[src/rtl/lnk_tx_prio_arb.sv]
module lnk_tx_prio_arb #(
  parameter int AGE_W = 8
) (
  input  logic             clk,
  input  logic             rst_n,
  input  logic             req_fcinit,
  input  logic             req_acknak,
  input  logic             acknak_urgent,
  input  logic             req_fcupd,
  input  logic             fcupd_urgent,
  input  logic             req_pm,
  input  logic             req_replay,
  input  logic             req_tlp,
  input  logic [AGE_W-1:0] promote_limit,
  input  logic             pkt_done,
  output logic [5:0]       gnt,
  output logic [2:0]       gnt_lvl
);
  localparam int NSRC = 6;
  localparam int NLVL = 8;
  localparam int LW   = $clog2(NLVL);
  localparam int SW   = $clog2(NSRC);
  localparam logic [AGE_W-1:0] AGE_MAX = {AGE_W{1'b1}};

  logic [AGE_W-1:0] age_ak, age_fc;
  logic             ak_hi, fc_hi;
  logic [NLVL-1:0]  lvl_req;
  logic [LW-1:0]    win_lvl;
  logic             win_any;
  logic [NSRC-1:0]  win_oh;
  logic             idle;

  function automatic logic [SW-1:0] lvl2src(input logic [LW-1:0] l);
    case (l)
      3'd6:    lvl2src = SW'(2);
      3'd7:    lvl2src = SW'(1);
      default: lvl2src = SW'(l);
    endcase
  endfunction

  assign idle  = (gnt == '0);
  assign ak_hi = acknak_urgent | (age_ak >= promote_limit);
  assign fc_hi = fcupd_urgent  | (age_fc >= promote_limit);

  assign lvl_req = {req_acknak & ~ak_hi, req_fcupd & ~fc_hi, req_tlp, req_replay,
                    req_pm, req_fcupd & fc_hi, req_acknak & ak_hi, req_fcinit};

  always_comb begin
    win_lvl = '0;
    win_any = 1'b0;
    for (int i = NLVL - 1; i >= 0; i--) begin
      if (lvl_req[i]) begin
        win_lvl = LW'(i);
        win_any = 1'b1;
      end
    end
  end

  assign win_oh = NSRC'(1) << lvl2src(win_lvl);

  always_ff @(posedge clk) begin
    if (!rst_n) begin
      gnt     <= '0;
      gnt_lvl <= '0;
    end else if (idle) begin
      if (win_any) begin
        gnt     <= win_oh;
        gnt_lvl <= win_lvl;
      end
    end else if (pkt_done) begin
      gnt <= '0;
    end
  end

  always_ff @(posedge clk) begin
    if (!rst_n || !req_acknak || gnt[1]) age_ak <= '0;
    else if (age_ak != AGE_MAX)          age_ak <= age_ak + 1'b1;
  end

  always_ff @(posedge clk) begin
    if (!rst_n || !req_fcupd || gnt[2]) age_fc <= '0;
    else if (age_fc != AGE_MAX)         age_fc <= age_fc + 1'b1;
  end

  logic any_req;
  assign any_req = req_fcinit | req_acknak | req_fcupd | req_pm | req_replay | req_tlp;

  assert_onehot_R2: assert property (@(posedge clk) disable iff (!rst_n)
    $onehot0(gnt));
  assert_issue_R3: assert property (@(posedge clk) disable iff (!rst_n)
    (idle && any_req) |=> (gnt != '0));
  assert_hold_R4: assert property (@(posedge clk) disable iff (!rst_n)
    (!idle && !pkt_done) |=> ($stable(gnt) && $stable(gnt_lvl)));
  assert_release_R4: assert property (@(posedge clk) disable iff (!rst_n)
    (!idle && pkt_done) |=> (gnt == '0));
  assert_fcinit_R5: assert property (@(posedge clk) disable iff (!rst_n)
    (idle && req_fcinit) |=> (gnt == 6'b000001 && gnt_lvl == 3'd0));
  assert_idle_R9: assert property (@(posedge clk) disable iff (!rst_n)
    (idle && !any_req) |=> (gnt == '0));
  assert_lvl_R10: assert property (@(posedge clk) disable iff (!rst_n)
    (gnt != '0) |-> (gnt == (NSRC'(1) << lvl2src(gnt_lvl))));
endmodule

[config.mk]
export PLATFORM = sky130hd
export DESIGN_NAME = lnk_tx_prio_arb
export DESIGN_NICKNAME = d
export VERILOG_FILES = /design/src/rtl/lnk_tx_prio_arb.sv
export SDC_FILE = /design/constraint.sdc
export NUM_CORES = 1
export LEC_CHECK = 0
export BUFFER_PORTS_ARGS = -buffer_cell sky130_fd_sc_hd__buf_2
export CAP_MARGIN = 30
export CORE_MARGIN = 2
export CORE_UTILIZATION = 25
export DETAILED_ROUTE_END_ITERATION = 16
export HOLD_SLACK_MARGIN = 0.02
export PLACE_DENSITY = 0.42
export SLEW_MARGIN = 20
export SYNTH_ARGS = -nofsm -noshare
export SYNTH_HDL_FRONTEND = slang
export SYNTH_SLANG_ARGS = --single-unit
[constraint.sdc]
create_clock -name clk -period 2.4 [get_ports clk]
set_input_delay 0.72 -clock clk [delete_from_list [all_inputs] [get_ports clk]]
set_output_delay 0.72 -clock clk [all_outputs]
set_load 0.03 [all_outputs]
==> summary.txt <==
Final Max Slew Viols: 0
Worst Clk Skew: 2.369 ps
Synth Flop Type: dfxtp_1
Area occupied by multi-input gates: 1177 µm²
CTS Sinks: 25
Antenna Nets Post-Route: 0
RSZ-0062 raised after global routing: true
Worst-skew pair later-pin latency: 270 ps
Die W: 85.31 µm
VDD IR max: 0.2475 mV
Via count: 1542
Wire length per cell: 13.03 µm
Clock transition at path regs: 100 ps
Period utilization: 98.63%
Number of core rows: 29
Die area: 7278 µm²
Outcome: finished clean
Seq. cell area: 500.5 µm²
Final hold vios: 0
DRC viols: 0
Final core utilization: 33.84%
Async SR Flop Fraction: 0%
Non-filler cells in the finished layout: 325
Total grt overflow: 0
Post-DP HPWL: 3317 µm
Initial DRC Count: 35
Max clock buf depth: 2
Initial Util: 25.88%
Worst reg2reg endpoint: gnt[1]
R2R setup slack: 140 ps
Core area: 6386 µm²
Final min period: 2367 ps
Synth Instances: 203
Synth warn: 0
Worst hold slack: 466.1 ps
Synth Area per Inst: 8.142 µm²
Number of global-route vias before repair: 1460
Synthesized Nets: 240
H-tree depth: 1
Total placed cells including tap cells: 319
Share of cells above drive strength 1: 31.05%
Most frequent cells in the layout: 26 x buf_2, 25 x dfxtp_1, 23 x nor2_1
IO Count: 28
Worst R2R Path Depth: 8
PD cells: 452.2 nW/µm²
Initial antenna violation count: 0
Max Freq: 0.4224 GHz
Wire length of the first global-routing pass: 6858 µm
CTS root buf: clkbuf_8
Die height: 85.31 µm
WL final: 4234 µm
Crit-path max FO: 4
Mapped cell area: 1653 µm²
Final Wtd Congestion: 0.7991
Setup violations, final: 0
WP data required: 2600 ps
Filler Cell Count: 707
# diodes: 0
Area leader, netlist: dfxtp_1
Sequential share of the synthesized area: 30.28%
Slew @ Worst Pin: 356.4 ps
Hold Crit Class: reg2reg
# port buffers: 27
P_leak: 0.0009162 µW
Total CTS buffers: 3
Hold path cells: 2
Area grow syn2layout: 30.73%
Via density: 4.745
DR pass1 iterations: 4
Commonest non-fill, non-tap cell in the layout: buf_2
Final nets: 286
Synth top area cells: dfxtp_1 30%, ha_1 14%, nor2_1 5.2%, nand2_1 4.5%, nand3_1 4.2%
Largest net degree at the start of global routing: 15
CP endpoint kind: register
Max-cap violations: 0
Synth cell types: 43
Synth top area share: 30.28%
Setup CP Type: in2reg
Slew HR: 75.93%
GRT Util Overall: 11.79%
Worst hold endpoint: gnt[5]
Critical Path Source Type: input port
Hold wc startpoint: gnt[5]
CTS tree: built
Flop and latch count out of synthesis: 25
Reg-to-Reg Start: age_ak[2]
Crit path DAT: 2560 ps
EDFF count, synth: 0
## report_power, final
part           switching, µW  internal (µW)
registers               12.5            433
clock network            149            116
logic                    152            114
total                    313            664
## cell families (layout without fill, tap and decap cells)
logic type	count (synthesis)	after routing	share of synthesized area, %
simple gates	93	93	28.24
xor+xnor	8	8	4.239
flops	25	25	30.28
fa+ha+maj	18	18	13.63
compound gates	39	39	18.62
buf+inv	20	65	4.996
## worst max path at each step
stage | startpoint | end | slack, ps
2_1_floorplan | promote_limit[7] | gnt[1] | -80
4_1_cts | promote_limit[7] | gnt[1] | 5
3_3_place_gp | promote_limit[0] | gnt_lvl[0] | -340
5_1_grt | promote_limit[2] | gnt[1] | -60
6_report | promote_limit[7] | gnt[1] | 30
3_5_place_dp | promote_limit[0] | gnt_lvl[0] | -350
## sequential cells by signal, summed over array words and instances, names as in the netlist
register and cells:
gnt 6, age_ak 8, age_fc 8, gnt_lvl 3
## worst max-delay path, stage by stage
cell and delay [ps]:
buf_6 70, clkinvlp_4 120, ha_4 270, a211oi_2 170, nand2_1 100, or4_1 410, o22ai_2 180, o21ai_2 120
a21o_1 190, o31ai_2 200
## cells in the mapped netlist, types with 4 or more instances
cell type,instances
a211oi_2,4
a21oi_1,5
and3_1,7
dfxtp_1,25
ha_1,18
inv_1,15
nand2_1,20
nand3_1,14
nand4_1,5
nor2_1,23
nor3_1,7
o21ai_0,5
or3_1,4
xor2_1,5
## area by class of cell
cell class                      instances  area share (%)
Tap cell                               77           4.459
Clock inverter                          1          0.2316
Multi-Input combinational cell        158           54.49
Inverter                               16           2.953
Timing Repair Buffer                   45           12.80
Clock buffer                            3           1.911
Sequential cell                        25           23.16
## stage by stage
step / worst slack, ps / setup TNS [ps] / instance area (µm²) / power, µW
final: 32.84 / 0 / 2161 / 977.1
after floorplan: -83.82 / -227.5 / 1684 / 612.0
after global routing: -55.06 / -156.8 / 2161 / 1036
after detailed placement: -349.3 / -2729 / 2013 / 703.7
after CTS: 4.823 / 0 / 2073 / 984.6
after global placement: -343.1 / -2757 / 2013 / 707.6
## layer usage
| layer | global-route usage [%] | wire length, µm |
|---|---|---|
| met1 | 15.26 | 1961 |
| met4 | 2.453 | 29 |
| met2 | 19.89 | 2050 |
| met3 | 2.918 | 192 |
| met5 | 0 | 0 |
## what timing repair did
action                                  in CTS  in global routing
endpoints found under the setup margin       6                  9
pin swaps                                    4                  9
setup buffers                                1                  1
hold buffers                                 0                  0
resized for setup                            3                 13
(Power assumes the default switching activity.)
